**src/rtl/brres_pkg.sv**
```systemverilog
package brres_pkg;

    typedef enum logic [0:0] {
        SLOT_IDLE,
        SLOT_WAIT
    } slot_state_e;

    typedef enum logic [0:0] {
        RD_QUIET,
        RD_PULSE
    } rd_state_e;

    // Taken when the predicate matches the sense bit.
    function automatic logic br_taken(input logic on_true, input logic pred);
        return on_true ? pred : !pred;
    endfunction

endpackage

```
**src/rtl/br_slot_ctrl.sv**
```systemverilog
module br_slot_ctrl
    import brres_pkg::*;
#(
    parameter int OFF_W = 16,
    parameter int DLY_W = 4
) (
    input  logic             clk,
    input  logic             rst,
    input  logic             flush,
    input  logic             issue,
    input  logic             en,
    input  logic             on_true,
    input  logic             use_opnd,
    input  logic [OFF_W-1:0] lit_off,
    input  logic [OFF_W-1:0] opnd_off,
    input  logic [DLY_W-1:0] delay,
    input  logic             pred,
    output logic             fire,
    output logic [OFF_W-1:0] fire_off,
    output logic             pending
);

    slot_state_e      state_q, state_d;
    logic [DLY_W-1:0] cnt_q, cnt_d;
    logic [OFF_W-1:0] off_q, off_d;
    logic             sense_q, sense_d;

    logic             load_now;
    logic             no_delay;
    logic             expire;
    logic [OFF_W-1:0] new_off;

    assign load_now = issue && en;
    assign no_delay = (delay == '0);
    assign new_off  = use_opnd ? opnd_off : lit_off;
    assign expire   = (state_q == SLOT_WAIT) && (cnt_q == DLY_W'(1));

    // State register
    always_ff @(posedge clk) begin
        if (rst) begin
            state_q <= SLOT_IDLE;
            cnt_q   <= '0;
            off_q   <= '0;
            sense_q <= 1'b0;
        end else begin
            state_q <= state_d;
            cnt_q   <= cnt_d;
            off_q   <= off_d;
            sense_q <= sense_d;
        end
    end

    // Next state
    always_comb begin
        state_d = state_q;
        cnt_d   = cnt_q;
        off_d   = off_q;
        sense_d = sense_q;
        if (flush) begin
            state_d = SLOT_IDLE;
        end else if (load_now) begin
            off_d   = new_off;
            sense_d = on_true;
            cnt_d   = delay;
            state_d = no_delay ? SLOT_IDLE : SLOT_WAIT;
        end else begin
            unique case (state_q)
                SLOT_IDLE: state_d = SLOT_IDLE;
                SLOT_WAIT: begin
                    if (cnt_q == DLY_W'(1)) begin
                        state_d = SLOT_IDLE;
                    end else begin
                        cnt_d = cnt_q - DLY_W'(1);
                    end
                end
                default:   state_d = SLOT_IDLE;
            endcase
        end
    end

    // Outputs: a fresh zero-delay branch replaces any expiring one
    always_comb begin
        fire     = 1'b0;
        fire_off = off_q;
        if (load_now && no_delay) begin
            fire     = br_taken(on_true, pred);
            fire_off = new_off;
        end else if (expire && !load_now) begin
            fire     = br_taken(sense_q, pred);
        end
        pending = (state_q == SLOT_WAIT);
    end

endmodule

```
**src/rtl/br_pick.sv**
```systemverilog
module br_pick #(
    parameter int NUM_SLOTS = 3,
    parameter int OFF_W     = 16
) (
    input  logic [NUM_SLOTS-1:0]       fire,
    input  logic [NUM_SLOTS*OFF_W-1:0] offs,
    output logic                       any,
    output logic [OFF_W-1:0]           off
);

    // Scan from the top so the lowest firing slot is written last.
    always_comb begin
        any = |fire;
        off = '0;
        for (int i = NUM_SLOTS - 1; i >= 0; i--) begin
            if (fire[i]) begin
                off = offs[i*OFF_W +: OFF_W];
            end
        end
    end

endmodule

```
**src/rtl/br_target.sv**
```systemverilog
module br_target
    import brres_pkg::*;
#(
    parameter int ADDR_W = 32,
    parameter int OFF_W  = 16
) (
    input  logic              clk,
    input  logic              rst,
    input  logic              take,
    input  logic [OFF_W-1:0]  off,
    input  logic              entry_load,
    input  logic [ADDR_W-1:0] entry_addr,
    output logic              redirect_valid,
    output logic [ADDR_W-1:0] redirect_target,
    output logic [ADDR_W-1:0] base_addr
);

    localparam int EXT_W = ADDR_W - OFF_W;

    rd_state_e         rd_state_q, rd_state_d;
    logic [ADDR_W-1:0] base_q;
    logic [ADDR_W-1:0] target_q;
    logic [ADDR_W-1:0] sum;

    assign sum = base_q + {{EXT_W{off[OFF_W-1]}}, off};

    // State register
    always_ff @(posedge clk) begin
        if (rst) begin
            rd_state_q <= RD_QUIET;
            base_q     <= '0;
            target_q   <= '0;
        end else begin
            rd_state_q <= rd_state_d;
            if (take) begin
                target_q <= sum;
                base_q   <= sum;
            end else if (entry_load) begin
                base_q   <= entry_addr;
            end
        end
    end

    always_comb begin
        unique case (rd_state_q)
            RD_QUIET: rd_state_d = take ? RD_PULSE : RD_QUIET;
            RD_PULSE: rd_state_d = take ? RD_PULSE : RD_QUIET;
            default:  rd_state_d = RD_QUIET;
        endcase
    end

    // Outputs
    always_comb begin
        redirect_valid  = (rd_state_q == RD_PULSE);
        redirect_target = target_q;
        base_addr       = base_q;
    end

endmodule

```
**src/rtl/branch_resolver.sv**
```systemverilog
module branch_resolver #(
    parameter int NUM_SLOTS = 3,
    parameter int ADDR_W    = 32,
    parameter int OFF_W     = 16,
    parameter int DLY_W     = 4
) (
    input  logic                       clk,
    input  logic                       rst,
    input  logic                       issue_valid,
    input  logic [NUM_SLOTS-1:0]       slot_en,
    input  logic [NUM_SLOTS-1:0]       slot_on_true,
    input  logic [NUM_SLOTS-1:0]       slot_pred,
    input  logic [NUM_SLOTS-1:0]       slot_use_opnd,
    input  logic [NUM_SLOTS*OFF_W-1:0] slot_lit_off,
    input  logic [NUM_SLOTS*OFF_W-1:0] slot_opnd_off,
    input  logic [NUM_SLOTS*DLY_W-1:0] slot_delay,
    input  logic                       entry_load,
    input  logic [ADDR_W-1:0]          entry_addr,
    output logic                       redirect_valid,
    output logic [ADDR_W-1:0]          redirect_target
);

    logic [NUM_SLOTS-1:0]       slot_fire;
    logic [NUM_SLOTS-1:0]       slot_pend;
    logic [NUM_SLOTS*OFF_W-1:0] slot_fire_off;
    logic                       take;
    logic [OFF_W-1:0]           win_off;
    logic [ADDR_W-1:0]          base_addr;

    for (genvar s = 0; s < NUM_SLOTS; s++) begin : g_slot
        br_slot_ctrl #(
            .OFF_W (OFF_W),
            .DLY_W (DLY_W)
        ) i_slot (
            .clk      (clk),
            .rst      (rst),
            .flush    (take),
            .issue    (issue_valid),
            .en       (slot_en[s]),
            .on_true  (slot_on_true[s]),
            .use_opnd (slot_use_opnd[s]),
            .lit_off  (slot_lit_off[s*OFF_W +: OFF_W]),
            .opnd_off (slot_opnd_off[s*OFF_W +: OFF_W]),
            .delay    (slot_delay[s*DLY_W +: DLY_W]),
            .pred     (slot_pred[s]),
            .fire     (slot_fire[s]),
            .fire_off (slot_fire_off[s*OFF_W +: OFF_W]),
            .pending  (slot_pend[s])
        );
    end

    br_pick #(
        .NUM_SLOTS (NUM_SLOTS),
        .OFF_W     (OFF_W)
    ) i_pick (
        .fire (slot_fire),
        .offs (slot_fire_off),
        .any  (take),
        .off  (win_off)
    );

    br_target #(
        .ADDR_W (ADDR_W),
        .OFF_W  (OFF_W)
    ) i_target (
        .clk             (clk),
        .rst             (rst),
        .take            (take),
        .off             (win_off),
        .entry_load      (entry_load),
        .entry_addr      (entry_addr),
        .redirect_valid  (redirect_valid),
        .redirect_target (redirect_target),
        .base_addr       (base_addr)
    );

endmodule

```
**config.mk**
```make
export PLATFORM = sky130hd
export DESIGN_NAME = branch_resolver
export DESIGN_NICKNAME = d
export VERILOG_FILES = /design/src/rtl/brres_pkg.sv /design/src/rtl/br_slot_ctrl.sv /design/src/rtl/br_pick.sv /design/src/rtl/br_target.sv /design/src/rtl/branch_resolver.sv
export SDC_FILE = /design/constraint.sdc
export NUM_CORES = 1
export LEC_CHECK = 0
export ABC_CLOCK_PERIOD_IN_PS = 9300
export BUFFER_PORTS_ARGS = -buffer_cell sky130_fd_sc_hd__clkbuf_2
export CAP_MARGIN = 0
export CORE_UTILIZATION = 59
export DETAILED_ROUTE_END_ITERATION = 6
export PLACE_DENSITY = 0.88
export RECOVER_POWER = 50
export SLEW_MARGIN = 20
export SYNTH_ARGS = -nofsm -noshare
export SYNTH_HDL_FRONTEND = slang
export SYNTH_SLANG_ARGS = --single-unit
```
**constraint.sdc**
```tcl
create_clock -name clk -period 9.3 [get_ports clk]
set_input_delay 0 -clock clk [delete_from_list [all_inputs] [get_ports clk]]
set_output_delay 0 -clock clk [all_outputs]
set_load 0.005 [all_outputs]
```
== Yosys cells after proc, flatten, opt, wreduce, memory -nomap -nowiden ==
Index checks and enable logic that the tools add are counted.

* Flip-flop bits (word level): 131
* Word-level logic and storage cells: 107
* Input bits: 156

* Bitwise logic cells: 4
* Reductions and logical operators: 33
* Multiplexer cells: 45
* Eq/ne operators: 6
* $add $sub $neg: 4

{| class="wikitable"
|+ Operators by type and width
! kind !! number
|-
| 16-bit two-way mux || 9
|-
| 32-bit two-way mux || 2
|-
| 4-bit two-way mux || 9
|-
| 32-bit adder || 1
|-
| 1-bit two-way mux || 22
|-
| 4-bit by 1-bit equality test with 1-bit output (second input constant) || 3
|-
| 1-bit logical AND || 12
|-
| 4-bit zero test || 3
|-
| 4-bit by 1-bit subtractor with 4-bit output (second input constant) || 3
|-
| 3-bit AND reduction || 3
|-
| 2-bit nonzero test || 4
|-
| 1-bit zero test || 6
|-
| 2-bit by 1-bit != test with 1-bit output (second input constant) || 3
|-
| 1-bit case mux with 2 select lines || 3
|-
| 2-bit AND reduction || 3
|-
| 1-bit inverter || 4
|-
| 4-bit OR reduction || 1
|-
| 3-bit OR reduction || 1
|}

== Longest topological paths before layout ==
Gate-level depths: netlist of run 1.

* Word-level depth: 10
* Mapped depth: 21
* Mapped depth without buffers: 20

== By module ==
From an unflattened synthesis of run 1, not the netlist that was laid out.

* Cell total of the unflattened synthesis: 1045
* Area total of the unflattened synthesis: 8595.7 µm²

{| class="wikitable"
|+ Modules (own cells, without submodules)
! module !! cells each !! area an instance (µm²) !! instances !! seq. area each (µm²)
|-
| br_target || 501 || 4150.2 || 1 || 1301.2
|-
| br_slot_ctrl || 157 || 1333.8 || 3 || 440.4
|-
| br_pick || 73 || 444.2 || 1 || 0.0
|}

== Worst setup path before layout of run 1 ==
No wires, ideal clock.

* Path type: reg2reg
* Start: register g_slot[1].i_slot.cnt_q[0]
* End: register i_target.target_q[28] (netlist: i_target.redirect_target[28])
* Required time: 9.221 ns
* Setup slack: 5.277 ns
* Arrival: 3.944 ns
* Clock period less this slack: 4.023 ns
* Stages on the path, launching flop included: 20
* Library setup time: 0.079 ns
* Cell sequence: dfxtp_1 ha_1 nor3b_1 o2111ai_1 and3_1 clkbuf_1 nand2b_1 clkbuf_1 o22ai_1 nand2_1 o21ai_0 ha_1 o21a_1 o31a_1 a311oi_1 a211oi_1 nor3_1 o21ai_0 or3_1 o211ai_1

* Longest elaborated chain between the ends: 8
* Elaborated cells on any way between the ends: 9

{| class="wikitable"
|+ RTL lines
! element !! RTL line !! text
|-
| from (decl) || br_slot_ctrl.sv:24 || <nowiki>logic [DLY_W-1:0] cnt_q, cnt_d;</nowiki>
|-
| from (signal assigned) || br_slot_ctrl.sv:47 || <nowiki>cnt_q <= cnt_d;</nowiki>
|-
| 4-bit by 1-bit equality test with 1-bit output * || br_slot_ctrl.sv:36 || <nowiki>assign expire = (state_q == SLOT_WAIT) && (cnt_q == DLY_W'(1));</nowiki>
|-
| 1-bit logical AND * || br_slot_ctrl.sv:36 ||
|-
| 1-bit logical AND * || br_slot_ctrl.sv:88 || <nowiki>end else if (expire && !load_now) begin</nowiki>
|-
| 1-bit two-way mux * || br_slot_ctrl.sv:88 ||
|-
| 1-bit two-way mux * || br_slot_ctrl.sv:85 || <nowiki>if (load_now && no_delay) begin</nowiki>
|-
| 16-bit two-way mux (2 in a row) || br_pick.sv:16 || <nowiki>if (fire[i]) begin</nowiki>
|-
| 32-bit adder || br_target.sv:25 || <nowiki>assign sum = base_q + {{EXT_W{off[OFF_W-1]}}, off};</nowiki>
|-
| to (signal assigned) || br_target.sv:36 || <nowiki>target_q <= sum;</nowiki>
|-
| to (decl) || br_target.sv:22 || <nowiki>logic [ADDR_W-1:0] target_q;</nowiki>
|}

Mark *: on every way between the ends. The rest lies on a longest branch, timed or not.
A chain may end at the register's enable or synchronous reset.

== Worst setup path after layout of run 1 ==
* Start: input port slot_delay[0]
* End: register i_target.base_q[23] (netlist: i_target.base_addr[23])

* Longest elaborated chain between the ends: 6
* Elaborated cells on any way between the ends: 9

{| class="wikitable"
|+ RTL lines
! element !! RTL line !! text
|-
| from (decl) || branch_resolver.sv:16 || <nowiki>input logic [NUM_SLOTS*DLY_W-1:0] slot_delay,</nowiki>
|-
| 4-bit zero test * || br_slot_ctrl.sv:34 || <nowiki>assign no_delay = (delay == '0);</nowiki>
|-
| 1-bit logical AND * || br_slot_ctrl.sv:85 ||
|-
| 16-bit two-way mux or 1-bit two-way mux (tied branches) || br_slot_ctrl.sv:85 ||
|-
| 16-bit two-way mux || br_pick.sv:16 ||
|-
| 32-bit adder || br_target.sv:25 ||
|-
| 32-bit two-way mux || br_target.sv:35 || <nowiki>if (take) begin</nowiki>
|-
| to (signal assigned) || br_target.sv:37 || <nowiki>base_q <= sum;</nowiki>
|-
| to (signal assigned) || br_target.sv:39 || <nowiki>base_q <= entry_addr;</nowiki>
|-
| to (decl) || br_target.sv:21 || <nowiki>logic [ADDR_W-1:0] base_q;</nowiki>
|}

Marked as above.

==> flow_metrics.py, run 1 <==
metrics = {
    "grt": {
        "grt-ovfl-total": 0,
        "antenna_found_initial": 0,
        "use_met3_pct": 7.736,
        "grt_busiest_layer": "met2",
        "track_usage_pct": 37.51,
        "grt_pass1_wl_microns": 42930,
        "grt.met2_usage_pct": 64.44,
        "use_met1_pct": 43.04,
        "first_global_vias": 8891,
        "grt_max_degree": 92,
    },
    "setup_path": {
        "path_max_fanout": 36,
        "slowest_stage": "or4_1",
        "crit_chain": "dlygate4sd3_1 -> clkbuf_1 -> nand3b_2 -> or4_1 -> o221ai_1 -> nand2_1 -> nand2_1 -> o21ai_0 -> ha_1 -> o21ai_0 -> a211oi_1 -> a211oi_1 -> o21ai_1 -> xnor2_1 -> nor2_1 -> a21oi_1 -> nor2_1 -> dlygate4sd3_1",
        "worst_setup_path_end_kind": "register",
        "start_kind": "input port",
        "worstSetupStartpoint": "slot_delay[0]",
        "crit_type": "in -> reg",
        "slowest_delay_ns": 0.92,
        "cp_top_family": "simple AND/OR/NAND/NOR gates",
        "critPathRequiredTime_ns": 9.61,
        "cp_num_buf_inv": 3,
        "r2r-start": "g_slot[1].i_slot.cnt_q[1]$_SDFFE_PP0P_",
        "cp_data_arrival_time_ns": 5.76,
    },
    "hold_path": {
        "min_from": "entry_addr[26]",
        "hold_class": "in -> reg",
    },
    "cts": {
        "numCtsBuffers": 17,
        "postCtsSetupRepairBufs": 0,
        "h-tree-depth": 4,
        "cts_tree": "yes",
        "root_buffer": "clkbuf_16",
        "clock_latency_ns": 0.43,
        "clk_pin_slew_ns": 0.06,
        "cts_buffer_depth": 2,
        "cts_sinks": 131,
    },
    "cells_and_area": {
        "final_net_count": 1500,
        "final_cell_mix": "clkbuf_2 (176), nor2_1 (173), a21oi_1 (131), dfxtp_1 (131), dlygate4sd3_1 (112)",
        "final_common_cell": "clkbuf_2",
        "syn2layout_area_growth_pct": 31.11,
        "utilization_pct": 80.58,
        "stdcell_count": 1492,
        "fill_cells": 857,
        "final_layout_size_suffix_gt1_share_pct": 18.01,
        "n_antenna_cell": 0,
        "stdcell_area_sq_um": 10840,
    },
    "logic_synthesis": {
        "syn_inst": 1051,
        "ys.flop_type": "dfxtp_1",
        "syn-num-nets": 1247,
        "ys_types": 65,
        "netlist_area_sq_um": 8268,
        "async_flop_share_pct": 0,
        "seq_area_frac_synth_pct": 31.72,
        "avgSynthCellArea_sq_um": 7.867,
        "synth_edf_count": 0,
        "synth_seq_cells": 131,
        "synth_warnings": 0,
    },
    "timing": {
        "max_freq_ghz": 0.1834,
        "max_slew.worst_pin.slew_ns": 1.901,
        "finalCriticalPeriod_ns": 5.452,
        "maxSlewHeadroom_pct": -26.76,
        "clock_skew_ns": 0.007658,
        "drv_slew": 35,
        "rsz0062_at_grt": "false",
        "holdWs_ns": -0.005476,
        "fin_ws_ns": 3.848,
        "setup_viol": 0,
        "finalCritPeriodShare_pct": 58.62,
        "fin_setup_tns_ns": 0,
        "hold_viol": 1,
    },
    "floorplan": {
        "core-area_sq_um": 13450,
        "rows": 42,
        "die-width_microns": 120.4,
        "io_pins": 189,
        "dieArea_sq_um": 14490,
        "initial_core_util_pct": 61.46,
        "die_y_microns": 120.4,
    },
    "place": {
        "hpwl_microns": 15950,
        "placed_cells": 1349,
        "gp_congestion": 0.9056,
        "place_ws_ns": 4.179,
        "place_area_sq_um": 9186,
        "io_buffer_count": 188,
    },
    "detailed_routing": {
        "avgRoutedWirePerCell_microns": 18.19,
        "drtIter0Drc": 894,
        "ant_nets": 0,
        "drt-pass1-iter-count": 6,
        "viasPerCell": 6.177,
        "vias": 9216,
        "drt-total-wl_microns": 27130,
        "post-route-drc-count": 0,
    },
    "run_status": {
        "violations": "hold timing, capacitance limit, slew limit",
        "outcome": "complete, but fails checks",
    },
    "power_and_ir_drop": {
        "total_power_mw": 1.680,
        "peakVddDrop_uv": 130.1,
        "leakagePower_nw": 4.644,
        "power.density_nw_per_um2": 154.9,
    },
    "run": {
        "cap_violations": 1,
    },
}
-- tightest hold or removal path, stage by stage --
cell      delay, ns
clkbuf_2       0.08
a211oi_1       0.08
o21bai_1       0.15
nand3_1        0.07
-- registers in the layout, indices dropped and copies added (netlist names) --
name	cells
g_slot.i_slot.cnt_q	12
i_target.redirect_target	32
g_slot.i_slot.off_q	48
g_slot.i_slot.pending	3
g_slot.i_slot.sense_q	3
i_target.redirect_valid	1
i_target.base_addr	32
-- routing by layer --
layer	share of wire, %	vias to the layer above	routed length (microns)
met4	4.9	0	1330
met3	7.5	130	2040
met5	0	-	0
li1	-	4323	-
met2	48	535	13060
met1	39	4228	10710
-- cell families (layout without fill, tap and decap cells) --
kind of cell / after synthesis / in the layout / synth area share, %
buffers and inverters: 89 / 354 / 4.298
flip-flops: 131 / 131 / 31.72
AO/OA/AOI/OAI: 329 / 329 / 25.29
adder cells (fa/ha/maj): 40 / 40 / 6.144
AND/OR/NAND/NOR: 351 / 351 / 19.16
multiplexers: 89 / 89 / 11.06
XOR/XNOR: 22 / 22 / 2.331
-- Yosys cell counts (9+ instances only) --
cell type	count	area (sq um)
nor2_1	175	656.9
a21oi_1	131	655.6
dfxtp_1	131	2623
mux2i_1	70	700.7
nand2_1	69	259.0
a211oi_1	68	510.5
clkbuf_1	61	229.0
o21ai_0	40	200.2
ha_1	39	488.0
nor3_1	23	115.1
mux2_2	19	214.0
inv_1	18	67.56
o22ai_1	15	93.84
nor2b_1	13	81.33
xnor2_1	13	113.9
a21o_1	11	82.58
o21a_1	11	82.58
nand3_1	10	50.05
nor3b_1	9	67.56
or3_1	9	56.30
xor2_1	9	78.83
-- timing repair --
item	CTS	global route
resized for setup	0	0
hold buffers	112	0
endpoints found under the setup margin	0	0
endpoints found under the hold margin	85	0
-- area by class of cell --
type                            instances  area (sq um)  share of cell area, %
Tap cell                              176         220.2                  2.031
Clock buffer                           21         470.5                  4.340
Sequential cell                       131          2623                  24.19
Multi-Input combinational cell        831          5275                  48.66
Timing Repair Buffer                  305          2077                  19.16
Clock inverter                         10         107.6                 0.9926
Inverter                               18         67.56                 0.6233
-- final timing paths --
path / to / slack, ns / depth (start not counted)
setup / recovery: i_target.base_addr[23]$_SDFFE_PP0P_ / 3.85 / 18
hold / removal: i_target.base_addr[26]$_SDFFE_PP0P_ / -0.005 / 4
setup reg to reg: i_target.base_addr[23]$_SDFFE_PP0P_ / 4.16 / 19
hold reg to reg: i_target.redirect_target[31]$_SDFFE_PP0N_ / 0.44 / 2
-- where the power goes --
| group | total (mW) | internal [mW] | switching (mW) | leakage (nW) |
|---|---|---|---|---|
| Combinational | 0.380 | 0.173 | 0.207 | 3.29 |
| Clock | 0.666 | 0.411 | 0.255 | 0.281 |
| Sequential | 0.633 | 0.605 | 0.0287 | 1.08 |
Note: power is estimated with default switching activity, not from simulation.
==> run 2, diff against run 1 <==
--- a/config.mk
+++ b/config.mk
@@ -5,12 +5,12 @@
 export SDC_FILE = /design/constraint.sdc
 export NUM_CORES = 1
 export LEC_CHECK = 0
-export ABC_CLOCK_PERIOD_IN_PS = 9300
+export ABC_CLOCK_PERIOD_IN_PS = 4950
 export BUFFER_PORTS_ARGS = -buffer_cell sky130_fd_sc_hd__clkbuf_2
 export CAP_MARGIN = 0
-export CORE_UTILIZATION = 59
+export CORE_UTILIZATION = 50
 export DETAILED_ROUTE_END_ITERATION = 6
-export PLACE_DENSITY = 0.88
+export PLACE_DENSITY = 0.8
 export RECOVER_POWER = 50
 export SLEW_MARGIN = 20
 export SYNTH_ARGS = -nofsm -noshare
==> constraint.sdc (replaced) <==
create_clock -name clk -period 4.95 [get_ports clk]
set_input_delay 0 -clock clk [delete_from_list [all_inputs] [get_ports clk]]
set_output_delay 0 -clock clk [all_outputs]
set_load 0.005 [all_outputs]
==> run 2 against run 1 <==
The flow finishes with violations (capacitance limit, slew limit). Sequential cell count is the same. Die area grew 18%. Sequential share of layout area shrank 0.53 points. Combinational power grew 88%. Largest power group unchanged.
==> flow_metrics.py, run 2 (synthesized netlist as in run 1, its figures left out) <==
metrics = {
    "run_status": {
        "outcome": "complete, but fails checks",
        "violations": "capacitance limit, slew limit",
    },
    "power_and_ir_drop": {
        "power_frac_clock_pct": 41.9,
        "p_sw_mw": 0.9155,
        "peakVddDrop_uv": 263.0,
        "pwr-share-comb_pct": 21.8,
        "power.density_nw_per_um2": 295.5,
        "intPower_mw": 2.359,
        "seq_power_share_pct": 36.2,
        "p_sw_share_pct": 27.96,
        "leakagePower_nw": 4.686,
    },
    "setup_path": {
        "cp_data_arrival_time_ns": 4.89,
        "r2r-end": "g_slot[0].i_slot.cnt_q[0]$_SDFFE_PP0P_",
        "crit_end": "g_slot[0].i_slot.cnt_q[0]$_SDFFE_PP0P_",
        "r2r-start": "g_slot[0].i_slot.cnt_q[1]$_SDFFE_PP0P_",
        "rrSetupSlack_ns": 0.38,
        "path_max_fanout": 20,
        "reg2regPathDepth": 11,
        "crit_type": "reg -> reg",
        "critPathRequiredTime_ns": 5.26,
        "start_kind": "register",
        "worst_setup_path_end_kind": "register",
        "worstSetupStartpoint": "g_slot[0].i_slot.cnt_q[1]$_SDFFE_PP0P_",
    },
    "run": {
        "cap_violations": 2,
    },
    "floorplan": {
        "core-area_sq_um": 16000,
        "die-width_microns": 130.6,
        "rows": 46,
        "io_pins": 189,
        "initial_core_util_pct": 51.67,
        "dieArea_sq_um": 17050,
        "die_y_microns": 130.6,
    },
    "cts": {
        "cts_sinks": 131,
        "cts_tree": "yes",
        "clock_latency_ns": 0.43,
        "cts_buffer_depth": 2,
        "numCtsBuffers": 17,
        "postCtsSetupRepairBufs": 0,
        "h-tree-depth": 4,
        "root_buffer": "clkbuf_16",
        "clk_pin_slew_ns": 0.05,
    },
    "timing": {
        "finalCriticalPeriod_ns": 4.574,
        "rsz0062_at_grt": "false",
        "finalCritPeriodShare_pct": 92.40,
        "hold_viol": 0,
        "setup_viol": 0,
        "max_slew.worst_pin.slew_ns": 1.827,
        "drv_slew": 54,
        "maxSlewHeadroom_pct": -22.32,
        "max_freq_ghz": 0.2186,
        "fin_setup_tns_ns": 0,
        "clock_skew_ns": 0.01024,
    },
    "cells_and_area": {
        "n_antenna_cell": 0,
        "top_register": "g_slot.i_slot.off_q",
        "final_net_count": 1515,
        "stdcell_count": 1547,
        "largest_reg_flops": 48,
        "syn2layout_area_growth_pct": 34.05,
        "final_common_cell": "nor2_1",
        "final_cell_mix": "nor2_1 (173), clkbuf_2 (165), a21oi_1 (131), dfxtp_1 (131), dlygate4sd3_1 (121)",
        "final_layout_size_suffix_gt1_share_pct": 17.36,
    },
    "detailed_routing": {
        "drtIter0Drc": 809,
        "viasPerCell": 5.847,
        "post-route-drc-count": 0,
        "drt-total-wl_microns": 27070,
        "ant_nets": 0,
        "drt-pass1-iter-count": 5,
        "vias": 9046,
        "avgRoutedWirePerCell_microns": 17.50,
    },
    "grt": {
        "track_usage_pct": 32.12,
        "antenna_found_initial": 0,
        "first_global_vias": 8521,
        "grt-ovfl-total": 0,
        "grt_max_degree": 71,
        "grt_pass1_wl_microns": 42080,
    },
    "place": {
        "io_buffer_count": 188,
        "placed_cells": 1395,
        "hpwl_microns": 16770,
        "gp_congestion": 0.9076,
    },
    "hold_path": {
        "hold_class": "in -> reg",
    },
}
## run 2: cell types whose count changed in the layout (fill, tap and decap cells not counted), sizes merged
cell         before  now
buf               3   10
bufinv            2    4
clkbuf          211  212
clkinv            5    2
clkinvlp          3    2
dlygate4sd3     112  121
## run 2: final cells by class
type	count	area, sq um
clock inverter	8	148.9
fill	1291	4917
inverter	18	67.56
timing repair buffer	320	2202
multi-input combinational	831	5284
sequential	131	2623
tap	216	270.3
clock buffer	23	488.0
## run 2: stage by stage
step	hold WS [ns]	worst slack, ns	area, sq um	util [%]	total power [mW]
floorplan	0.1472	0.9266	8268	-	1.616
global placement	0.2804	0.7299	9281	58.01	1.793
detailed placement	0.2855	0.4629	9281	58.01	1.807
CTS	0.002086	0.3324	11130	69.56	3.258
global route	0.009056	0.06166	11080	69.27	3.411
finish	0.01048	0.3761	11080	69.27	3.275
## run 2: power by group through the flow
stage	Combinational, mW	Clock, mW	Sequential [mW]
final	0.716	1.37	1.19
after CTS	0.691	1.38	1.18
after floorplan	0.421	0	1.19
after global routing	0.784	1.43	1.19
after detailed placement	0.600	0	1.21
after global placement	0.590	0	1.20
## run 2: worst min-delay path by stage
stage,cells after the start,slack [ns],end,startpoint
after floorplan,2,0.15,g_slot[0].i_slot.sense_q$_SDFFE_PP0P_,slot_on_true[0]
after global placement,3,0.28,g_slot[2].i_slot.sense_q$_SDFFE_PP0P_,slot_on_true[2]
after detailed placement,3,0.29,g_slot[2].i_slot.sense_q$_SDFFE_PP0P_,slot_on_true[2]
after CTS,3,0.002,g_slot[2].i_slot.off_q[11]$_SDFFE_PP0P_,slot_opnd_off[43]
after global routing,3,0.009,g_slot[0].i_slot.off_q[8]$_SDFFE_PP0P_,slot_opnd_off[8]
final,3,0.01,g_slot[0].i_slot.off_q[8]$_SDFFE_PP0P_,slot_opnd_off[8]
## run 2: timing repair
item | in CTS | in global routing
setup endpoints to repair | 0 | 2
endpoints found under the hold margin | 86 | 0
hold buffers | 121 | 0
gates resized for setup | 0 | 2
## run 2: layer usage
layer	GRT usage, %	share of wire, %
met1	37.52	41
met3	6.189	6.3
met5	0	0
met4	15.82	4.2
met2	56.21	49
## run 2: worst max-delay path: stages (launching register included)
cell           delay [ns]
dfxtp_1              0.31
inv_1                0.10
ha_1                 0.16
nor3b_1              0.35
nand3_1              0.16
o221a_1              0.31
o211ai_1             1.40
clkbuf_1             0.63
nor2_1               0.21
nand3_1              0.14
a21oi_1              0.07
dlygate4sd3_1        0.59
